File: src/rtl/chip_row_pkg.sv
package chip_row_pkg;

  // bits needed to select a byte inside a word of word_bits bits
  function automatic int unsigned byte_sel_bits(input int unsigned word_bits);
    return $clog2(word_bits / 8);
  endfunction

  // bits that address a word inside one device
  function automatic int unsigned dev_addr_bits(input int unsigned dev_words);
    return $clog2(dev_words);
  endfunction

  // number of device rows and its index width
  function automatic int unsigned row_count(input int unsigned mem_words,
                                            input int unsigned dev_words);
    return mem_words / dev_words;
  endfunction

  function automatic int unsigned col_count(input int unsigned mem_bits,
                                            input int unsigned dev_bits);
    return mem_bits / dev_bits;
  endfunction

  function automatic int unsigned row_idx_bits(input int unsigned mem_words,
                                               input int unsigned dev_words);
    return $clog2(mem_words / dev_words);
  endfunction

endpackage

File: src/rtl/chip_row_split.sv
module chip_row_split #(
  parameter int unsigned ADDR_W = 8,
  parameter int unsigned OFS_W  = 2,
  parameter int unsigned DEV_AW = 2,
  parameter int unsigned ROW_W  = 2,
  parameter int unsigned TAG_W  = 2
) (
  input  logic [ADDR_W-1:0] addr,
  output logic [DEV_AW-1:0] dev_addr,
  output logic [ROW_W-1:0]  row_idx,
  output logic [TAG_W-1:0]  tag
);
  localparam int unsigned ROW_LSB = OFS_W + DEV_AW;
  localparam int unsigned TAG_LSB = ROW_LSB + ROW_W;

  // The byte offset field addr[OFS_W-1:0] is deliberately left unused.
  assign dev_addr = addr[ROW_LSB-1:OFS_W];
  assign row_idx  = addr[TAG_LSB-1:ROW_LSB];
  assign tag      = addr[ADDR_W-1:TAG_LSB];

  logic unused_ofs;
  assign unused_ofs = ^addr[OFS_W-1:0];
endmodule

File: src/rtl/chip_row_match.sv
module chip_row_match #(
  parameter int unsigned TAG_W = 2
) (
  input  logic [TAG_W-1:0] tag,
  input  logic [TAG_W-1:0] base,
  input  logic [TAG_W-1:0] ignore,
  input  logic             relaxed,
  output logic             match
);
  logic [TAG_W-1:0] bit_ok;

  for (genvar i = 0; i < TAG_W; i++) begin : g_bit
    assign bit_ok[i] = (tag[i] == base[i]) | (relaxed & ignore[i]);
  end

  assign match = &bit_ok;

  always_comb begin
    // exact mode never accepts a tag that differs from the base
    p_exact_only_r3: assert (relaxed || !match || (tag == base));
    // with every tag bit ignored, the window covers the whole tag space
    p_all_alias_r4: assert (!(relaxed && (&ignore)) || match);
    // an exact tag always matches, in either mode
    p_self_match_r4: assert ((tag != base) || match);
  end
endmodule

File: src/rtl/chip_row_select.sv
module chip_row_select #(
  parameter int unsigned ROWS  = 4,
  parameter int unsigned COLS  = 2,
  parameter int unsigned ROW_W = 2
) (
  input  logic [ROW_W-1:0]     row_idx,
  input  logic                 enable,
  output logic [ROWS-1:0]      row_sel,
  output logic [ROWS*COLS-1:0] dev_sel
);
  for (genvar r = 0; r < ROWS; r++) begin : g_row
    assign row_sel[r] = enable & (row_idx == ROW_W'(r));
    for (genvar c = 0; c < COLS; c++) begin : g_col
      assign dev_sel[r*COLS + c] = row_sel[r];
    end
  end

  always_comb begin
    p_one_row_r2: assert ($onehot0(row_sel));
    p_row_width_r8: assert ($countones(dev_sel) == $countones(row_sel) * COLS);
    p_enable_needed_r6: assert (enable || (dev_sel == '0));
  end
endmodule

File: src/rtl/chip_row_decoder.sv
module chip_row_decoder
  import chip_row_pkg::*;
#(
  parameter int unsigned ADDR_W    = 8,
  parameter int unsigned MEM_WORDS = 16,
  parameter int unsigned MEM_BITS  = 32,
  parameter int unsigned DEV_WORDS = 4,
  parameter int unsigned DEV_BITS  = 16,
  localparam int unsigned OFS_W  = byte_sel_bits(MEM_BITS),
  localparam int unsigned DEV_AW = dev_addr_bits(DEV_WORDS),
  localparam int unsigned ROWS   = row_count(MEM_WORDS, DEV_WORDS),
  localparam int unsigned COLS   = col_count(MEM_BITS, DEV_BITS),
  localparam int unsigned ROW_W  = row_idx_bits(MEM_WORDS, DEV_WORDS),
  localparam int unsigned TAG_W  = ADDR_W - OFS_W - DEV_AW - ROW_W
) (
  input  logic [ADDR_W-1:0]    addr,
  input  logic                 strobe,
  input  logic                 cfg_relaxed,
  input  logic [TAG_W-1:0]     cfg_base,
  input  logic [TAG_W-1:0]     cfg_ignore,
  output logic [DEV_AW-1:0]    dev_addr,
  output logic [ROWS-1:0]      row_sel,
  output logic [ROWS*COLS-1:0] dev_sel,
  output logic                 hit
);
  logic [ROW_W-1:0] row_idx;
  logic [TAG_W-1:0] tag;
  logic             tag_match;

  chip_row_split #(
    .ADDR_W(ADDR_W), .OFS_W(OFS_W), .DEV_AW(DEV_AW),
    .ROW_W(ROW_W), .TAG_W(TAG_W)
  ) u_split (
    .addr(addr), .dev_addr(dev_addr), .row_idx(row_idx), .tag(tag)
  );

  chip_row_match #(.TAG_W(TAG_W)) u_match (
    .tag(tag), .base(cfg_base), .ignore(cfg_ignore),
    .relaxed(cfg_relaxed), .match(tag_match)
  );

  assign hit = strobe & tag_match;

  chip_row_select #(.ROWS(ROWS), .COLS(COLS), .ROW_W(ROW_W)) u_sel (
    .row_idx(row_idx), .enable(hit), .row_sel(row_sel), .dev_sel(dev_sel)
  );

  always_comb begin
    p_idle_quiet_r6: assert (strobe || (!hit && row_sel == '0));
    p_hit_is_select_r7: assert (hit == (row_sel != '0));
    p_miss_quiet_r7: assert (tag_match || (dev_sel == '0));
  end
endmodule

File: config.mk
export PLATFORM = sky130hd
export DESIGN_NAME = chip_row_decoder
export DESIGN_NICKNAME = d
export VERILOG_FILES = /design/src/rtl/chip_row_pkg.sv /design/src/rtl/chip_row_split.sv /design/src/rtl/chip_row_match.sv /design/src/rtl/chip_row_select.sv /design/src/rtl/chip_row_decoder.sv
export SDC_FILE = /design/constraint.sdc
export NUM_CORES = 1
export LEC_CHECK = 0
export ABC_AREA = 1
export BUFFER_PORTS_ARGS = -buffer_cell sky130_fd_sc_hd__buf_2
export CAP_MARGIN = 20
export CORE_AREA = 2 2 39 41
export DETAILED_ROUTE_END_ITERATION = 7
export DIE_AREA = 0 0 41 43
export MAX_ROUTING_LAYER = met4
export SYNTH_ARGS = -nofsm -noshare
export SYNTH_HDL_FRONTEND = slang
export SYNTH_SLANG_ARGS = --single-unit
export TNS_END_PERCENT = 20
File: constraint.sdc
create_clock -name vclk -period 1.5
set_input_delay 0.075 -clock vclk [all_inputs]
set_output_delay 0.075 -clock vclk [all_outputs]
set_load 0.01 [all_outputs]
==> impl_metrics.env <==
export IMPL_outcome="complete, no violations"
export IMPL_vias_per_cell=3.46
export IMPL_muxShareOfSynthArea_pct=0
export IMPL_grt_pass1_vias=162
export IMPL_synthesis_area_um2=184
export IMPL_fillers=162
export IMPL_ctsResizeCount=0
export IMPL_regArea_um2=0
export IMPL_hold_class="input pin to output pin"
export IMPL_worstMarginPinSlew_ns=0.141
export IMPL_synthCells=34
export IMPL_ant_nets=0
export IMPL_antenna_cells=0
export IMPL_p_seq_share_pct=0
export IMPL_yosys_warnings=0
export IMPL_p_clk_share_pct=0
export IMPL_ir_drop_mv=0.0513
export IMPL_final_cells=63
export IMPL_endpoint_kind="output pin"
export IMPL_track_usage_pct=3.79
export IMPL_p_sw_mw=0.0277
export IMPL_period_share_pct=55.6
export IMPL_seq_cell_count=0
export IMPL_gp_congestion=0.619
export IMPL_ys_types=5
export IMPL_vias=218
export IMPL_hold_violations=0
export IMPL_final_cell_mix="buf_2, nand2_1, inv_1"
export IMPL_nClkBuffers=0
export IMPL_tns_ns=0
export IMPL_nets=63
export IMPL_powerDensity_mw_per_mm2=212
export IMPL_totalWireLength_um=348
export IMPL_critPathLaunchType="input pin"
export IMPL_grt_pass1_wl_um=510
export IMPL_initial_utilization_pct=13.3
export IMPL_fin_crit_ns=0.834
export IMPL_post_cts_setup_buffers=0
export IMPL_grt_ovfl_total=0
export IMPL_seq_area_frac_synth_pct=0
export IMPL_multiInputGateArea_um2=82.6
export IMPL_wl_per_cell_um=5.52
export IMPL_max_freq_mhz=1200
export IMPL_max_slew_margin_rel_pct=90.6
export IMPL_dr_pass1_iters=1
export IMPL_synth_compound_area_share_pct=0
export IMPL_num_rows=14
export IMPL_switching_share_pct=53.6
export IMPL_crit_fanout=5
export IMPL_drc_errors=0
export IMPL_drive_gt1_share_pct=55.3
export IMPL_final_common_cell="buf_2"
export IMPL_met3_usage_pct=0
export IMPL_core_mm2=0.00138
export IMPL_synthAdderAreaFrac_pct=0
export IMPL_use_met1_pct=4.43
export IMPL_max_cap_violations=0
export IMPL_dp_hpwl_um=343
export IMPL_rsz0062_at_grt="false"
export IMPL_combinationalPowerShare_pct=100.0
export IMPL_synth_top_family_by_area="buffers and inverters"
export IMPL_ctsHoldBuffers=0
export IMPL_area_growth_pct=32.7
export IMPL_grtUsageMet2_pct=7.19
export IMPL_placed_cells=63
export IMPL_p_leak_nw=0.193
export IMPL_drt_initial_drc_count=0
export IMPL_synthXorXnorAreaFrac_pct=0
export IMPL_grt_max_degree=6
export IMPL_busiest_layer="met2"
export IMPL_p_int_mw=0.0240
export IMPL_cp_required_ns=1.42
export IMPL_maxSlewViolCount=0
export IMPL_postSynthAreaPerCell_um2=5.41
export IMPL_numPortBuffers=23
export IMPL_synthSimpleGateAreaFrac_pct=44.9
export IMPL_setup_viol=0
export IMPL_die_h_um=43
export IMPL_num_io_pins=29
export IMPL_total_power_mw=0.0517
export IMPL_die_area_mm2=0.00176
export IMPL_critical_path_arrival_ns=0.76
export IMPL_die_width_um=41
export IMPL_synthesis_nets=48
export IMPL_worstSetupPathType="input pin to output pin"
export IMPL_antenna_found_initial=0
==> worst max-delay path, cell delays in order <==
cell     delay, ns
buf_2         0.10
inv_1         0.04
nand2_1       0.05
nand3_2       0.06
nand3_2       0.12
nor2_1        0.15
buf_2         0.15
==> area by class of cell <==
cell class,count,area share (%)
Timing Repair Buffer,23,47.2
Tap cell,16,8.21
Inverter,7,10.8
Multi-Input combinational cell,17,33.8
==> metal layers <==
| metal | routed length (µm) | part of all wire (%) | up-vias |
|---|---|---|---|
| met1 | 130 | 37 | 88 |
| li1 | - | - | 114 |
| met4 | 0 | 0 | 0 |
| met3 | 49 | 14 | 0 |
| met5 | 0 | 0 | - |
| met2 | 168 | 48 | 16 |
==> cells in the mapped netlist <==
| master | number | area (µm²) |
|---|---|---|
| buf_4 | 10 | 75.1 |
| nor2_1 | 4 | 15.0 |
| nand3_2 | 3 | 30.0 |
| nand2_1 | 10 | 37.5 |
| inv_1 | 7 | 26.3 |
==> power groups by stage <==
stage	Clock (mW)	Sequential [mW]	Combinational (mW)
after detailed placement	0	0	0.0529
after global placement	0	0	0.0517
final	0	0	0.0517
after global routing	0	0	0.0597
after floorplan	0	0	0.0390
after CTS	0	0	0.0530
==> metrics by stage <==
stage          setup WS [ns]  hold slack [ns]  utilization, %  cell area [µm²]
2_1_floorplan          0.693            0.242               -              184
3_3_place_gp           0.658            0.150            17.6              244
3_5_place_dp           0.628            0.150            17.6              244
4_1_cts                0.633            0.150            17.6              244
5_1_grt                0.507            0.150            17.6              244
6_report               0.666            0.150            17.6              244
==> cells by family after synthesis <==
kind of cell / after synthesis
simple gates: 17
buf+inv: 17
==> worst paths after layout <==
check	from	end	slack, ns	cells past startpoint
worst max-delay path	addr[7]	dev_sel[1]	0.67	7
worst min-delay path	addr[2]	dev_addr[0]	0.15	0
No activity file was read; power rests on OpenSTA's default activity.
